### src/rtl/i2c_evt_pkg.sv
package i2c_evt_pkg;
   typedef enum logic [3:0] {
      ST_IDLE, ST_ADDR, ST_ACK_ADR, ST_PTR, ST_ACK_PTR,
      ST_WDATA, ST_ACK_WR, ST_RDATA, ST_RACK
   } bus_st_e;

   localparam logic [7:0] ADDR_EVT_CNT = 8'h00;
   localparam logic [7:0] ADDR_EVT_POP = 8'h01;

   function automatic logic is_evt_addr(input logic [7:0] a);
      return (a == ADDR_EVT_CNT) || (a == ADDR_EVT_POP);
   endfunction
endpackage

### src/rtl/i2c_line_sync.sv
module i2c_line_sync #(
   parameter int STAGES = 2
) (
   input  logic clk,
   input  logic rst_n,
   input  logic scl_i,
   input  logic sda_i,
   output logic scl_s,
   output logic sda_s,
   output logic scl_rise,
   output logic scl_fall,
   output logic start_det,
   output logic stop_det
);
   generate
      if (STAGES < 2) begin : g_bad_stages
         $error("i2c_line_sync: STAGES must be at least 2");
      end
   endgenerate

   logic [STAGES-1:0] scl_pipe, sda_pipe;
   logic scl_p, sda_p;

   always_ff @(posedge clk or negedge rst_n) begin
      if (!rst_n) begin
         scl_pipe <= '1;
         sda_pipe <= '1;
         scl_p    <= 1'b1;
         sda_p    <= 1'b1;
      end else begin
         scl_pipe <= {scl_pipe[STAGES-2:0], scl_i};
         sda_pipe <= {sda_pipe[STAGES-2:0], sda_i};
         scl_p    <= scl_pipe[STAGES-1];
         sda_p    <= sda_pipe[STAGES-1];
      end
   end

   assign scl_s     = scl_pipe[STAGES-1];
   assign sda_s     = sda_pipe[STAGES-1];
   assign scl_rise  = scl_s & ~scl_p;
   assign scl_fall  = ~scl_s & scl_p;
   assign start_det = scl_s & scl_p & sda_p & ~sda_s;
   assign stop_det  = scl_s & scl_p & ~sda_p & sda_s;
endmodule

### src/rtl/i2c_small_fifo.sv
module i2c_small_fifo #(
   parameter  int W     = 8,
   parameter  int DEPTH = 4,
   localparam int CW    = $clog2(DEPTH + 1)
) (
   input  logic          clk,
   input  logic          rst_n,
   input  logic          push,
   input  logic [W-1:0]  din,
   input  logic          pop,
   output logic [W-1:0]  dout,
   output logic [CW-1:0] count,
   output logic          full
);
   localparam int AW = (DEPTH > 1) ? $clog2(DEPTH) : 1;

   generate
      if (DEPTH < 2) begin : g_bad_depth
         $error("i2c_small_fifo: DEPTH must be at least 2");
      end
   endgenerate

   logic [W-1:0]  mem [DEPTH];
   logic [AW-1:0] wr_ptr, rd_ptr, wr_nxt, rd_nxt;
   logic          do_push, do_pop;

   assign full    = (count == CW'(DEPTH));
   assign do_push = push && !full;
   assign do_pop  = pop && (count != '0);
   assign dout    = mem[rd_ptr];

   generate
      if ((DEPTH & (DEPTH - 1)) == 0) begin : g_pow2
         assign wr_nxt = wr_ptr + 1'b1;
         assign rd_nxt = rd_ptr + 1'b1;
      end else begin : g_mod
         assign wr_nxt = (wr_ptr == AW'(DEPTH - 1)) ? '0 : wr_ptr + 1'b1;
         assign rd_nxt = (rd_ptr == AW'(DEPTH - 1)) ? '0 : rd_ptr + 1'b1;
      end
   endgenerate

   always_ff @(posedge clk) begin
      if (do_push) mem[wr_ptr] <= din;
   end

   always_ff @(posedge clk or negedge rst_n) begin
      if (!rst_n) begin
         wr_ptr <= '0;
         rd_ptr <= '0;
         count  <= '0;
      end else begin
         if (do_push) wr_ptr <= wr_nxt;
         if (do_pop)  rd_ptr <= rd_nxt;
         count <= count + CW'(do_push) - CW'(do_pop);
      end
   end
endmodule

### src/rtl/i2c_evt_queue.sv
module i2c_evt_queue #(
   parameter  int W          = 8,
   parameter  int FIFO_DEPTH = 8,
   parameter  int PEND_DEPTH = 4,
   localparam int CW         = $clog2(FIFO_DEPTH + 1)
) (
   input  logic          clk,
   input  logic          rst_n,
   input  logic          evt_valid,
   input  logic [W-1:0]  evt_data,
   input  logic          hold,
   input  logic          pop,
   output logic [W-1:0]  head,
   output logic [CW-1:0] count,
   output logic          pend_full,
   output logic          ovf
);
   localparam int PCW = $clog2(PEND_DEPTH + 1);

   logic [W-1:0]   pend_dout, main_dout;
   logic [PCW-1:0] pend_cnt;
   logic           main_full, drain;

   assign drain = !hold && (pend_cnt != '0) && !main_full;

   i2c_small_fifo #(.W(W), .DEPTH(PEND_DEPTH)) u_pend (
      .clk(clk), .rst_n(rst_n),
      .push(evt_valid), .din(evt_data),
      .pop(drain), .dout(pend_dout),
      .count(pend_cnt), .full(pend_full)
   );

   i2c_small_fifo #(.W(W), .DEPTH(FIFO_DEPTH)) u_main (
      .clk(clk), .rst_n(rst_n),
      .push(drain), .din(pend_dout),
      .pop(pop), .dout(main_dout),
      .count(count), .full(main_full)
   );

   assign head = (count != '0) ? main_dout : '0;

   always_ff @(posedge clk or negedge rst_n) begin
      if (!rst_n)                      ovf <= 1'b0;
      else if (evt_valid && pend_full) ovf <= 1'b1;
   end
endmodule

### src/rtl/i2c_evt_target.sv
module i2c_evt_target #(
   parameter logic [6:0] DEV_ADDR    = 7'h34,
   parameter int         NREG        = 8,
   parameter int         REG_BASE    = 16,
   parameter int         FIFO_DEPTH  = 8,
   parameter int         PEND_DEPTH  = 4,
   parameter int         SYNC_STAGES = 2
) (
   input  logic            clk,
   input  logic            rst_n,
   input  logic            scl_i,
   input  logic            sda_i,
   output logic            sda_oe,
   input  logic            evt_valid,
   input  logic [7:0]      evt_data,
   output logic            evt_ovf,
   output logic [NREG*8-1:0] ctrl_q
);
   import i2c_evt_pkg::*;

   localparam int CNT_W = $clog2(FIFO_DEPTH + 1);

   generate
      if (REG_BASE < 2 || REG_BASE + NREG > 256) begin : g_bad_map
         $error("i2c_evt_target: register bank must sit inside 0x02..0xFF");
      end
      if (FIFO_DEPTH > 255) begin : g_bad_fifo
         $error("i2c_evt_target: event count must fit in one byte");
      end
   endgenerate

   logic scl_s, sda_s, scl_rise, scl_fall, start_det, stop_det;

   i2c_line_sync #(.STAGES(SYNC_STAGES)) u_sync (
      .clk(clk), .rst_n(rst_n), .scl_i(scl_i), .sda_i(sda_i),
      .scl_s(scl_s), .sda_s(sda_s), .scl_rise(scl_rise), .scl_fall(scl_fall),
      .start_det(start_det), .stop_det(stop_det)
   );

   bus_st_e     state_q;
   logic [3:0]  bitcnt_q;
   logic [7:0]  shreg_q, txsh_q, ptr_q, rd_addr, rd_data;
   logic        oe_q, rw_q, nack_q, hold_q;
   logic        byte_done, wr_fire, load_fire, pop_req, touch_evt;
   logic [7:0]  evt_head;
   logic [CNT_W-1:0] fifo_cnt;
   logic        pend_full;

   i2c_evt_queue #(.W(8), .FIFO_DEPTH(FIFO_DEPTH), .PEND_DEPTH(PEND_DEPTH)) u_queue (
      .clk(clk), .rst_n(rst_n), .evt_valid(evt_valid), .evt_data(evt_data),
      .hold(hold_q), .pop(pop_req), .head(evt_head), .count(fifo_cnt),
      .pend_full(pend_full), .ovf(evt_ovf)
   );

   // register bank, one generate block per byte
   genvar gi;
   generate
      for (gi = 0; gi < NREG; gi++) begin : g_reg
         logic [7:0] q;
         always_ff @(posedge clk or negedge rst_n) begin
            if (!rst_n)                                   q <= '0;
            else if (wr_fire && ptr_q == 8'(REG_BASE + gi)) q <= shreg_q;
         end
         assign ctrl_q[8*gi +: 8] = q;
      end
   endgenerate

   assign byte_done = scl_fall && (bitcnt_q == 4'd8);
   assign wr_fire   = (state_q == ST_WDATA) && byte_done;
   assign load_fire = scl_fall && (((state_q == ST_ACK_ADR) && rw_q) ||
                                   ((state_q == ST_RACK) && !nack_q));
   assign rd_addr   = (state_q == ST_RACK) ? ptr_q + 8'd1 : ptr_q;
   assign pop_req   = load_fire && (rd_addr == ADDR_EVT_POP);
   assign touch_evt = ((state_q == ST_PTR) && byte_done && is_evt_addr(shreg_q)) ||
                      (wr_fire && is_evt_addr(ptr_q)) ||
                      (load_fire && is_evt_addr(rd_addr));

   always_comb begin
      rd_data = '0;
      if (rd_addr == ADDR_EVT_CNT)      rd_data = 8'(fifo_cnt);
      else if (rd_addr == ADDR_EVT_POP) rd_data = evt_head;
      else begin
         for (int i = 0; i < NREG; i++) begin
            if (rd_addr == 8'(REG_BASE + i)) rd_data = ctrl_q[8*i +: 8];
         end
      end
   end

   always_ff @(posedge clk or negedge rst_n) begin
      if (!rst_n)         hold_q <= 1'b0;
      else if (stop_det)  hold_q <= 1'b0;
      else if (touch_evt) hold_q <= 1'b1;
   end

   always_ff @(posedge clk or negedge rst_n) begin
      if (!rst_n) begin
         state_q  <= ST_IDLE;
         bitcnt_q <= '0;
         shreg_q  <= '0;
         txsh_q   <= '0;
         ptr_q    <= '0;
         oe_q     <= 1'b0;
         rw_q     <= 1'b0;
         nack_q   <= 1'b0;
      end else if (start_det) begin
         state_q  <= ST_ADDR;
         bitcnt_q <= '0;
         oe_q     <= 1'b0;
      end else if (stop_det) begin
         state_q  <= ST_IDLE;
         oe_q     <= 1'b0;
      end else begin
         case (state_q)
            ST_ADDR, ST_PTR, ST_WDATA: begin
               if (scl_rise && bitcnt_q != 4'd8) begin
                  shreg_q  <= {shreg_q[6:0], sda_s};
                  bitcnt_q <= bitcnt_q + 4'd1;
               end
               if (byte_done) begin
                  bitcnt_q <= '0;
                  if (state_q == ST_ADDR) begin
                     if (shreg_q[7:1] == DEV_ADDR) begin
                        rw_q    <= shreg_q[0];
                        oe_q    <= 1'b1;
                        state_q <= ST_ACK_ADR;
                     end else begin
                        state_q <= ST_IDLE;
                     end
                  end else if (state_q == ST_PTR) begin
                     ptr_q   <= shreg_q;
                     oe_q    <= 1'b1;
                     state_q <= ST_ACK_PTR;
                  end else begin
                     ptr_q   <= ptr_q + 8'd1;
                     oe_q    <= 1'b1;
                     state_q <= ST_ACK_WR;
                  end
               end
            end
            ST_ACK_ADR: begin
               if (scl_fall) begin
                  if (rw_q) begin
                     txsh_q  <= rd_data;
                     oe_q    <= ~rd_data[7];
                     state_q <= ST_RDATA;
                  end else begin
                     oe_q    <= 1'b0;
                     state_q <= ST_PTR;
                  end
               end
            end
            ST_ACK_PTR, ST_ACK_WR: begin
               if (scl_fall) begin
                  oe_q    <= 1'b0;
                  state_q <= ST_WDATA;
               end
            end
            ST_RDATA: begin
               if (scl_fall) begin
                  if (bitcnt_q == 4'd7) begin
                     bitcnt_q <= '0;
                     oe_q     <= 1'b0;
                     state_q  <= ST_RACK;
                  end else begin
                     txsh_q   <= {txsh_q[6:0], 1'b0};
                     oe_q     <= ~txsh_q[6];
                     bitcnt_q <= bitcnt_q + 4'd1;
                  end
               end
            end
            ST_RACK: begin
               if (scl_rise) nack_q <= sda_s;
               if (scl_fall) begin
                  if (!nack_q) begin
                     ptr_q   <= rd_addr;
                     txsh_q  <= rd_data;
                     oe_q    <= ~rd_data[7];
                     state_q <= ST_RDATA;
                  end else begin
                     state_q <= ST_IDLE;
                  end
               end
            end
            default: begin
               oe_q <= 1'b0;
            end
         endcase
      end
   end

   assign sda_oe = oe_q;
endmodule

### config.mk
export PLATFORM = sky130hd
export DESIGN_NAME = i2c_evt_target
export DESIGN_NICKNAME = d
export VERILOG_FILES = /design/src/rtl/i2c_evt_pkg.sv /design/src/rtl/i2c_line_sync.sv /design/src/rtl/i2c_small_fifo.sv /design/src/rtl/i2c_evt_queue.sv /design/src/rtl/i2c_evt_target.sv
export SDC_FILE = /design/constraint.sdc
export NUM_CORES = 1
export LEC_CHECK = 0
export BUFFER_PORTS_ARGS = -buffer_cell sky130_fd_sc_hd__buf_2
export CORE_MARGIN = 2
export CORE_UTILIZATION = 30
export CTS_CLUSTER_DIAMETER = 40
export DETAILED_ROUTE_END_ITERATION = 8
export SKIP_LAST_GASP = 1
export SLEW_MARGIN = 20
export SYNTH_ARGS = -nofsm -noshare
export SYNTH_HDL_FRONTEND = slang
export SYNTH_HIERARCHICAL = 1
export SYNTH_SLANG_ARGS = --single-unit
### constraint.sdc
create_clock -name clk -period 4.2 [get_ports clk]
set_input_delay 0.84 -clock clk [delete_from_list [all_inputs] [get_ports clk]]
set_output_delay 0.84 -clock clk [all_outputs]
set_load 0.02 [all_outputs]
Yosys cells after proc, flatten, opt, wreduce, memory -nomap -nowiden
Memories as Yosys holds them, arrays and structs flattened.
Index checks and enable logic that the tools add are counted.
W data, S select, Z words.
{"block": "totals", "regBits": 123, "latch_bits": 0, "mem_bits_rw": 96, "romBits": 0, "in_bits": 13, "output_inout_bits": 66, "wordCells": 228, "mem_count": 2}
{"block": "classes", "add_sub_neg": 10, "multipliers": 0, "div_mod_pow": 0, "order_cmp": 0, "eq_ne": 52, "shift": 0, "mux": 65, "n_bitwise": 15, "reduce_logical": 56}
{"name": "u_queue.u_main.mem", "words": 8, "width": 8, "read_ports": 1, "rd_clocked_by_memory_dff": 0, "wr": 1, "line_no": "i2c_small_fifo.sv:23", "rtl": "logic [W-1:0] mem [DEPTH];"}
{"name": "u_queue.u_pend.mem", "words": 4, "width": 8, "read_ports": 1, "rd_clocked_by_memory_dff": 0, "wr": 1, "line_no": "i2c_small_fifo.sv:23"}
{"cell": "$mux W8", "n": 17}
{"cell": "$eq A8 B5 Y1 const B", "n": 16}
{"cell": "$mux W4", "n": 15}
{"cell": "$mux W7", "n": 6}
{"cell": "$ne A4 B4 Y1 const B", "n": 9}
{"cell": "$logic_and A1 B1 Y1", "n": 26}
{"cell": "$eq A8 B1 Y1 const B", "n": 3}
{"cell": "$logic_not A8 Y1", "n": 3}
{"cell": "$pmux W7 S3", "n": 1}
{"cell": "$reduce_and A7 Y1", "n": 3}
{"cell": "$eq A4 B3 Y1 const B", "n": 5}
{"cell": "$pmux W4 S5", "n": 1}
{"cell": "$mux W1", "n": 18}
{"cell": "$ne A2 B2 Y1 const B", "n": 9}
{"cell": "$pmux W8 S2", "n": 1}
{"cell": "$eq A4 B4 Y1 const B", "n": 3}
{"cell": "$reduce_and A4 Y1", "n": 3}
{"cell": "$reduce_and A9 Y1", "n": 1}
{"cell": "$reduce_bool A3 Y1", "n": 3}
{"cell": "$add A8 B1 Y8 const B", "n": 1}
{"cell": "$eq A4 B2 Y1 const B", "n": 2}
{"cell": "$not A1 Y1", "n": 8}
{"cell": "$pmux W4 S2", "n": 1}
{"cell": "$and A1 B1 Y1", "n": 7}
{"cell": "23 further kinds", "n": 36}

Depth between registers and ports, before layout
Gate-level depths: netlist of the first run.
{"block": "depth", "depth_word": 19, "depth_mapped": 16, "depth_no_buf": 14}

Cells and area by module
The synthesis of the first run kept the hierarchy.
{"mod": "i2c_evt_target", "instances": 1, "cells_each": 575, "area_per_inst_um2": 5796.8, "seq_area_each_um2": 2477.4}
{"mod": "i2c_small_fifo (u_queue.u_main)", "instances": 1, "cells_each": 149, "area_per_inst_um2": 3062.9, "seq_area_each_um2": 2172.1}
{"mod": "i2c_small_fifo (u_queue.u_pend)", "instances": 1, "cells_each": 81, "area_per_inst_um2": 1620.3, "seq_area_each_um2": 1136.1}
{"mod": "i2c_line_sync", "instances": 1, "cells_each": 10, "area_per_inst_um2": 190.2, "seq_area_each_um2": 157.7}
{"mod": "i2c_evt_queue", "instances": 1, "cells_each": 13, "area_per_inst_um2": 113.9, "seq_area_each_um2": 25.0}

Least setup slack after synthesis of the first run
Ideal clock, no wire load.
{"block": "synth_path", "path_kind": "reg-to-reg", "startpoint": "register ptr_q[0]", "endpoint": "register u_queue.u_main.count[2]", "setup_ps": 123, "t_arrival_ps": 3733, "required_time_ps": 4077, "setup_slack_ps": 345, "path_stages_with_launch": 16, "n_path_buf": 2, "synth_period_minus_slack_ps": 3855, "cell_sequence": "dfrtp_1 > clkbuf_1 > clkinv_1 > ha_1 > nor3_1 > o221ai_2 > nor2_1 > buf_2 > and4_1 > a21boi_0 > ha_1 > inv_1 > ha_1 > inv_1 > fa_1 > xnor2_1"}
{"block": "synth_between", "elab_chain_cells": 6}
{"item": "start: declaration", "line_no": "i2c_evt_target.sv:42", "rtl": "logic [7:0] shreg_q, txsh_q, ptr_q, rd_addr, rd_data;"}
{"item": "start signal: assignment", "line_no": "i2c_evt_target.sv:130", "rtl": "ptr_q <= shreg_q;"}
{"item": "start signal: assignment", "line_no": "i2c_evt_target.sv:134", "rtl": "ptr_q <= ptr_q + 8'd1;"}
{"item": "start signal: assignment", "line_no": "i2c_evt_target.sv:175", "rtl": "ptr_q <= rd_addr;"}
{"item": "$add A8 B1 Y8", "line_no": "i2c_evt_target.sv:72", "rtl": "assign rd_addr = (state_q == ST_RACK) ? ptr_q + 8'd1 : ptr_q;"}
{"item": "$mux W8 (*)", "line_no": "i2c_evt_target.sv:72"}
{"item": "$eq A8 B1 Y1 (*)", "line_no": "i2c_evt_target.sv:73", "rtl": "assign pop_req = load_fire && (rd_addr == ADDR_EVT_POP);"}
{"item": "$logic_and A1 B1 Y1 (*)", "line_no": "i2c_evt_target.sv:73"}
{"item": "via pop_req", "line_no": "i2c_evt_target.sv:44", "rtl": "logic byte_done, wr_fire, load_fire, pop_req, touch_evt;"}
{"item": "$logic_and A1 B1 Y1 (*)", "line_no": "i2c_small_fifo.sv:29", "rtl": "assign do_pop = pop && (count != '0);"}
{"item": "via u_queue.u_main.do_pop", "line_no": "i2c_small_fifo.sv:25", "rtl": "logic do_push, do_pop;"}
{"item": "$sub A4 B1 Y4 (*)", "line_no": "i2c_small_fifo.sv:54", "rtl": "count <= count + CW'(do_push) - CW'(do_pop);"}
{"item": "end signal: assignment", "line_no": "i2c_small_fifo.sv:54"}
{"item": "end: declaration", "line_no": "i2c_small_fifo.sv:12", "rtl": "output logic [CW-1:0] count,"}
Mark *: on every way through the listed nets, which the timed path passes. The rest lies on a longest branch.
A chain may end at the register's enable or synchronous reset.

Final worst setup path of the first run
{"block": "layout_path", "startpoint": "register state_q[2]", "endpoint": "register u_queue.u_main.count[1]"}
{"block": "layout_between", "elab_chain_cells": 7, "word_cells_on_any_way": 11, "classes_between": "add/sub: 1; eq/ne: 3; mux: 1; reduce/logical: 6"}
{"item": "start: declaration", "line_no": "i2c_evt_target.sv:40", "rtl": "bus_st_e state_q;"}
{"item": "start signal: assignment", "line_no": "i2c_evt_target.sv:97", "rtl": "state_q <= ST_IDLE;"}
{"item": "start signal: assignment", "line_no": "i2c_evt_target.sv:106", "rtl": "state_q <= ST_ADDR;"}
{"item": "start signal: assignment", "line_no": "i2c_evt_target.sv:110", "rtl": "state_q <= ST_IDLE;"}
{"item": "branches (longest 4 deep; another with $mux W8)"}
{"item": "$logic_and A1 B1 Y1 (*)", "line_no": "i2c_evt_target.sv:73"}
{"item": "via pop_req", "line_no": "i2c_evt_target.sv:44"}
{"item": "$logic_and A1 B1 Y1 (*)", "line_no": "i2c_small_fifo.sv:29"}
{"item": "via u_queue.u_main.do_pop", "line_no": "i2c_small_fifo.sv:25"}
{"item": "$sub A4 B1 Y4 (*)", "line_no": "i2c_small_fifo.sv:54"}
Mark *: on every way through the listed nets, which the timed path passes.

==> results of run 1 <==
## worst max-delay path: stages, from the launching register on
cell and delay (ns):
dfrtp_1 0.37, buf_4 0.20, or4b_1 0.71, nor3_1 0.38, o221ai_2 0.17, nor2_1 0.14
and4_1 0.23, a21boi_0 0.30, ha_1 0.30, inv_1 0.06, ha_1 0.15, inv_1 0.06
fa_1 0.49, inv_1 0.04
## stage by stage
step	instance area [um2]	setup WS, ns	util (%)	std cells
final	12730	0.4983	35.87	1399
after CTS	12690	0.4858	35.77	1398
after detailed placement	11690	0.4959	32.95	1342
after global routing	12730	0.2466	35.87	1399
after floorplan	10780	0.3449	-	828
after global placement	11690	0.6372	32.95	1342
## worst min path at each step
stage / start / to / cells after the start / slack, ns
after global routing: rst_n / g_reg[2].q[7] / 1 / 0.13
after floorplan: u_sync/scl_pipe[0] / u_sync/scl_pipe[1] / 0 / 0.35
after CTS: u_sync/scl_pipe[0] / u_sync/scl_pipe[1] / 0 / 0.36
after global placement: u_sync/sda_pipe[0] / u_sync/sda_pipe[1] / 0 / 0.35
after detailed placement: u_sync/scl_pipe[0] / u_sync/scl_pipe[1] / 0 / 0.35
final: rst_n / g_reg[2].q[7] / 1 / 0.12
## logic make-up after synthesis
logic type	share of synthesized area, %
AND/OR/NAND/NOR	10.93
multiplexers	14.20
adder cells (fa/ha/maj)	2.692
flip-flops	55.34
XOR/XNOR	1.137
AO/OA/AOI/OAI	12.67
buffers and inverters	3.028
## final cells by class
class                           instances  area share (%)
Sequential cell                       219           46.90
Multi-Input combinational cell        535           35.33
Clock buffer                           33           6.233
Tap cell                              461           4.532
Timing Repair Buffer                   99           4.513
Clock inverter                         23           1.642
Inverter                               29          0.8554
## routing by layer
metal	vias up	GRT usage [%]	wire (um)
met2	205	23.54	12950
met5	-	0	0
met4	0	4.750	678
met3	52	2.580	1411
li1	3387	-	-
met1	3771	20.20	12480
## report_power, final
| part | switching (uW) | internal, uW | total (uW) |
|---|---|---|---|
| clock | 1050 | 1410 | 2460 |
| combinational | 1410 | 937 | 2350 |
| sequential | 430 | 2840 | 3270 |
| total | 2890 | 5190 | 8080 |
## flip-flops by register name, indices dropped and copies added, names as in the netlist, 3 cells and up
name and cells:
u_queue/u_pend/count 3, state_q 4, txsh_q 7, g.q 64, u_queue/u_main/wr_ptr 3, shreg_q 8
u_queue/u_pend/mem 32, u_queue/u_main/rd_ptr 3, u_queue/u_main/count 4, u_queue/u_main/mem 64, ptr_q 8, bitcnt_q 4
## cell usage in the layout (no fill, tap or decap), types with 6 or more instances in the layout
master and count:
dfrtp_1 117, ha_1 20, mux4_1 16, o22a_1 6, o22ai_1 10, dfstp_2 6
inv_1 28, nor3_1 19, and2_1 6, nor2_1 48, a32oi_1 6, mux2_2 80
a221o_1 8, buf_4 20, and3b_1 6, and3_1 8, buf_2 77, o21ai_0 22
nand3_1 22, nor2b_1 16, nand2b_1 10, edfxtp_1 96, clkbuf_16 31, a21oi_1 31
o211ai_1 10, mux4_2 8, nand2_1 36, a31oi_1 7, a22oi_1 7, xnor2_1 9
==> results.cfg, run 1 <==
[die]
die_h_um = 193.6
die_area_um2 = 37480
core_um2 = 35480
die_w_um = 193.6
core.rowCount = 69
ios = 79
initial_utilization_pct = 30.39

[setup_path]
worstSetupPathType = register to register
r2r_setup_slack_ns = 0.50
cp-endpoint = u_queue/u_main/count[1]
endpoint_kind = register
r2r-end = u_queue/u_main/count[1]
r2r_start = state_q[2]
reg2reg_depth = 13
startpoint = state_q[2]
required_ns = 4.63
start_kind = register
worstPathMaxFanout = 17
cp.arrival_ns = 4.14

[drt]
drc = 0
via_per_inst = 5.300
vias = 7415
routed_wl_um = 27520
ant_nets = 0
firstDrtPassIters = 5
drt_iter0_drc = 616
wire_per_inst_um = 19.67

[clock_network]
htree_num_levels = 1
clock-sinks = 219
cts_made_buffers = 30
post_cts_buffers = 0
cts_root_buf = clkbuf_16
tritoncts = yes
clk_latency_ns = 0.57
cts_hold_buf = 0
cts_buffer_depth = 3
cts_resized = 0
clkTransAtPathRegs_ns = 0.07

[yosys]
netlist_instances = 828
yosys-top-cells-area = dfrtp_1, edfxtp_1, mux2_2, mux4_1, ha_1
avgSynthCellArea_um2 = 13.02
yosys.area.top_type = dfrtp_1
yosys_warnings = 6
synth_most_common_cell = dfrtp_1
synthDominantCellAreaShare_pct = 27.15
ys_seq_elements = 219
netlist_area_um2 = 10780
seq_area_frac_synth_pct = 55.34
async_flop_share_pct = 56.16
syn_nets = 863
synth-edff-count = 96
synth_commonest_cells = dfrtp_1, edfxtp_1, mux2_2, nor2_1, nand2_1
ys.flop_type = dfrtp_1
ys_types = 91

[timing]
period_needed_ns = 3.702
rsz0062_at_grt = false
max_slew_margin_pct = 36.41
clock_skew_ns = 0.03600
worst_slew_pin_slew_ns = 0.9503
slew_violations = 0
tns_ns = 0
fin_crit_sh_pct = 88.14
setup_viol = 0
whs_ns = 0.1215
finalHoldViolations = 0
max_freq_mhz = 270.1

[pwr]
total_power_uw = 8085
p_leak_uw = 0.005253
ir_drop_uv = 445.8
power_density_nw_per_um2 = 635.3

[grt]
grt.overflow.total = 0
track_usage_pct = 14.68
antenna_found_initial = 0
grt_pass1_wl_um = 43930
first_global_vias = 7317
grt_max_degree = 102

[final_layout]
n_fill_cell = 3433
antenna_cells = 0
syn_to_final_growth_pct = 18.01
multiInputGateArea_um2 = 4496
drive_gt1_share_pct = 29.00
register_area_um2 = 5968
layout.nets = 949

[placed_design]
io_buffers = 78
gp_congestion = 0.8387
hpwlAfterDp_um = 19590

[status]
status = finished clean

[job]
maxCapViolCount = 0

[hold_path]
hold_class = input port to async pin
No activity file was read; power rests on OpenSTA's default activity.
==> inputs of run 2 (changes only) <==
--- a/config.mk
+++ b/config.mk
@@ -10,8 +10,8 @@
 export CORE_UTILIZATION = 30
 export CTS_CLUSTER_DIAMETER = 40
 export DETAILED_ROUTE_END_ITERATION = 8
+export PLACE_DENSITY = 0.48
 export SKIP_LAST_GASP = 1
-export SLEW_MARGIN = 20
 export SYNTH_ARGS = -nofsm -noshare
 export SYNTH_HDL_FRONTEND = slang
 export SYNTH_HIERARCHICAL = 1
==> results.cfg, run 2 (same netlist as run 1, synthesis figures left out) <==
[status]
status = finished clean

[setup_path]
cpMostUsedCell = ha_1
start_kind = register
cp.arrival_ns = 4.17
worstPathMaxFanout = 14
cp.depth = 13
cp-endpoint = u_queue/u_main/count[2]
r2r-end = u_queue/u_main/count[2]
r2r_start = ptr_q[0]
crit_family = adder cells
cp_cell_sequence = clkinv_1 > ha_1 > nor3_1 > o221ai_2 > nor2_1 > and4_1 > a21boi_0 > ha_1 > inv_1 > ha_1 > inv_1 > fa_1 > xnor2_1
reg2reg_depth = 13
slowest_stage = dfrtp_1
startpoint = ptr_q[0]
r2r_setup_slack_ns = 0.43
worstSetupPathType = register to register
endpoint_kind = register
required_ns = 4.60
critPathBufInv = 3
slowest_delay_ns = 0.61

[timing]
rsz0062_at_grt = false
slew_violations = 0
finalHoldViolations = 0
max_slew_margin_pct = 36.15
period_needed_ns = 3.773
worst_slew_pin_slew_ns = 0.9542
setup_viol = 0
fin_crit_sh_pct = 89.83
fin_ws_ns = 0.4273
max_freq_mhz = 265.1
tns_ns = 0
whs_ns = 0.3559
clock_skew_ns = 0.01399

[drt]
vias = 7377
drc = 0
firstDrtPassIters = 5
wire_per_inst_um = 20.54
drt_iter0_drc = 428
ant_nets = 0
routed_wl_um = 28970
via_per_inst = 5.232

[pwr]
ir_drop_uv = 353.1
power_density_nw_per_um2 = 660.4
p_leak_uw = 0.005353

[final_layout]
layout.nets = 958
final_cell_mix = dfrtp_1, edfxtp_1, mux2_2
layout_commonest_cell = dfrtp_1
syn_to_final_growth_pct = 19.79
drive_gt1_share_pct = 29.72
largestRegisters = g.q (64), u_queue/u_main/mem (64), u_queue/u_pend/mem (32)
register_area_um2 = 5968
multiInputGateArea_um2 = 4496
antenna_cells = 0
utilization_pct = 36.41
n_fill_cell = 3426

[placed_design]
gp_congestion = 0.8298
io_buffers = 78
hpwlAfterDp_um = 20690
dp_slack_ns = 0.5045

[clock_network]
clkTransAtPathRegs_ns = 0.05
clk_latency_ns = 0.52
cts_resized = 0
cts_buffer_depth = 3
clock-sinks = 219
cts_made_buffers = 36
post_cts_buffers = 0
cts_hold_buf = 0
htree_num_levels = 2
cts_root_buf = clkbuf_16
tritoncts = yes

[grt]
grt_pass1_wl_um = 45110
track_usage_pct = 15.42
antenna_found_initial = 1
grt_max_degree = 94
first_global_vias = 7413
grt.overflow.total = 0

[job]
maxCapViolCount = 0

[die]
ios = 79
initial_utilization_pct = 30.39
die_w_um = 193.6
die_area_um2 = 37480
core.rowCount = 69
core_um2 = 35480
die_h_um = 193.6

[hold_path]
hold_class = register to register
[run 2: cell types whose count changed in the layout (fill, tap and decap cells not counted), moves of 2 or more]
cell,before,now
clkinv_1,2,4
inv_8,4,0
clkbuf_16,31,37
clkinv_8,3,0
buf_4,20,24
clkinvlp_4,1,3
bufinv_16,0,4
clkinv_2,5,11
clkinv_4,4,1
[run 2: area by class of cell]
cell class / count / area share, %
clock buffers: 38 / 7.274
repair buffers: 102 / 4.465
clock inverters: 26 / 1.956
flip-flops and latches: 219 / 46.20
multi-input cells: 535 / 34.80
inverters: 29 / 0.8426
well taps: 461 / 4.465
[run 2: routing by layer]
layer / vias to the layer above / global-route usage [%] / wire (um)
li1: 3417 / - / -
met1: 3752 / 21.31 / 13230
met2: 164 / 25.11 / 13820
met3: 44 / 2.232 / 1314
met4: 0 / 4.722 / 600
met5: - / 0 / 0
[run 2: metrics by stage]
step	instance area (um2)	std cells	power [uW]
2_1_floorplan	10780	828	4871
3_3_place_gp	11730	1346	5660
3_5_place_dp	11730	1346	5670
4_1_cts	12920	1410	8628
5_1_grt	12920	1410	9029
6_report	12920	1410	8531
[run 2: report_power, final]
group          internal, uW  leakage [uW]  switching (uW)
registers              2840       0.00252             437
clock network          1870      0.000590            1040
logic                   936       0.00224            1400
total                  5650       0.00535            2880
[run 2: worst min-delay path by stage]
stage	cells past startpoint	from	slack [ns]	endpoint
after floorplan	0	u_sync/scl_pipe[0]	0.35	u_sync/scl_pipe[1]
after global placement	0	u_sync/scl_pipe[0]	0.35	u_sync/scl_pipe[1]
after detailed placement	0	u_sync/scl_pipe[0]	0.35	u_sync/scl_pipe[1]
after CTS	0	u_sync/scl_pipe[0]	0.36	u_sync/scl_pipe[1]
after global routing	0	u_sync/scl_pipe[0]	0.36	u_sync/scl_pipe[1]
final	0	u_sync/scl_pipe[0]	0.36	u_sync/scl_pipe[1]
[run 2: worst reg2reg max path, delay by kind of cell, from the launching register on]
family	cells	cell delay, ns
AO/OA/AOI/OAI	2	0.63
adder cells (fa/ha/maj)	4	1.32
AND/OR/NAND/NOR	3	0.70
XOR/XNOR	1	0.13
flip-flops	1	0.61
buffers and inverters	3	0.28
==> inputs of run 3 (changes only) <==
--- a/config.mk
+++ b/config.mk
@@ -7,10 +7,11 @@
 export LEC_CHECK = 0
 export BUFFER_PORTS_ARGS = -buffer_cell sky130_fd_sc_hd__buf_2
 export CORE_MARGIN = 2
-export CORE_UTILIZATION = 30
+export CORE_UTILIZATION = 38
 export CTS_CLUSTER_DIAMETER = 40
 export DETAILED_ROUTE_END_ITERATION = 8
-export PLACE_DENSITY = 0.48
+export PLACE_DENSITY = 0.58
+export RECOVER_POWER = 25
 export SKIP_LAST_GASP = 1
 export SYNTH_ARGS = -nofsm -noshare
 export SYNTH_HDL_FRONTEND = slang
==> results.cfg, run 3 (same netlist as run 1, synthesis figures left out) <==
[setup_path]
start_kind = register
required_ns = 4.62
r2r_setup_slack_ns = 0.57
r2r_start = ptr_q[1]
endpoint_kind = register
startpoint = ptr_q[1]
cp.arrival_ns = 4.06
worstSetupPathType = register to register
worstPathMaxFanout = 13

[status]
violations = capacitance limit, slew limit
status = finished, violations left

[final_layout]
largestRegisters = g.q (64), u_queue/u_main/mem (64), u_queue/u_pend/mem (32)
layout_commonest_cell = dfrtp_1
syn_to_final_growth_pct = 16.59
antenna_cells = 0
final_cell_mix = dfrtp_1, edfxtp_1, mux2_2
layout.nets = 950
drive_gt1_share_pct = 27.05

[clock_network]
clock-sinks = 219
cts_buffer_depth = 3
cts_root_buf = clkbuf_16
cts_resized = 0
clkTransAtPathRegs_ns = 0.06
cts_hold_buf = 0
post_cts_buffers = 0
tritoncts = yes
htree_num_levels = 1
clk_latency_ns = 0.55
cts_made_buffers = 31

[drt]
vias = 7381
drt_iter0_drc = 479
ant_nets = 0
drc = 0
routed_wl_um = 26970
firstDrtPassIters = 5
wire_per_inst_um = 20.48
via_per_inst = 5.604

[timing]
max_freq_mhz = 275.3
worst_slew_pin_slew_ns = 2.301
finalHoldViolations = 0
rsz0062_at_grt = false
setup_viol = 0
slew_violations = 90
period_needed_ns = 3.632
fin_crit_sh_pct = 86.47
whs_ns = 0.3629
max_slew_margin_pct = -53.42
clock_skew_ns = 0.02305
tns_ns = 0

[job]
maxCapViolCount = 1

[pwr]
p_leak_uw = 0.005204
power_density_nw_per_um2 = 640.7
ir_drop_uv = 447.9

[die]
ios = 79
initial_utilization_pct = 38.71
core_um2 = 27860
die_area_um2 = 29740
die_h_um = 172.5
core.rowCount = 61
die_w_um = 172.5

[hold_path]
hold_class = register to register
min_from = u_sync/scl_pipe[0]

[placed_design]
gp_congestion = 0.8421
io_buffers = 78
hpwlAfterDp_um = 19070

[grt]
track_usage_pct = 18.26
grt_max_degree = 90
grt.overflow.total = 0
first_global_vias = 7172
antenna_found_initial = 0
grt_pass1_wl_um = 41770
## run 3: layout make-up
type / count / area, um2
Fill cell: 2570 / 15280
Timing Repair Buffer: 99 / 536.8
Tap cell: 378 / 473.0
Sequential cell: 219 / 5968
Inverter: 29 / 108.9
Clock buffer: 37 / 828.3
Clock inverter: 20 / 180.2
Multi-Input combinational cell: 535 / 4478
## run 3: final timing paths
path,cells after the start,end
min in group asynchronous,1,g_reg[1].q[0]
worst min register to register,0,u_sync/scl_pipe[1]
worst min-delay path,0,u_sync/scl_pipe[1]
worst max register to register,14,u_queue/u_main/count[2]
worst max-delay path,14,u_queue/u_main/count[2]
max in group asynchronous,1,shreg_q[0]
## run 3: worst max-delay path, cell delays in order (launching register included)
cell and delay, ns:
dfrtp_1 0.62, inv_1 0.17, ha_1 0.42, nor3_1 0.17, mux2_2 0.21, o221ai_2 0.12
nor2_1 0.15, and4_1 0.24, a21boi_0 0.30, ha_1 0.30, inv_1 0.06, ha_1 0.15
inv_1 0.06, fa_1 0.41, xnor2_1 0.14
## run 3: per-layer routing
layer  routed length, um  track usage [%]
met5                   0                0
met4                 489            4.567
met3                1615            3.319
met2               12420            28.00
met1               12440            26.83
## run 3: report_power, final
part	internal (uW)	leakage, uW	total (uW)	switching (uW)
Clock	1540	0.000488	2490	956
Combinational	909	0.00219	2260	1350
Sequential	2840	0.00252	3310	468
## run 3: metrics by stage
stage | setup slack, ns | cell area (um2) | std cells | utilization (%) | power (uW)
floorplan | 0.3449 | 10780 | 828 | - | 4871
global placement | 0.7562 | 11590 | 1260 | 41.62 | 5571
detailed placement | 0.6289 | 11590 | 1260 | 41.62 | 5608
CTS | 0.5938 | 12600 | 1317 | 45.24 | 8125
global route | 0.3121 | 12570 | 1317 | 45.13 | 8518
finish | 0.5681 | 12570 | 1317 | 45.13 | 8056
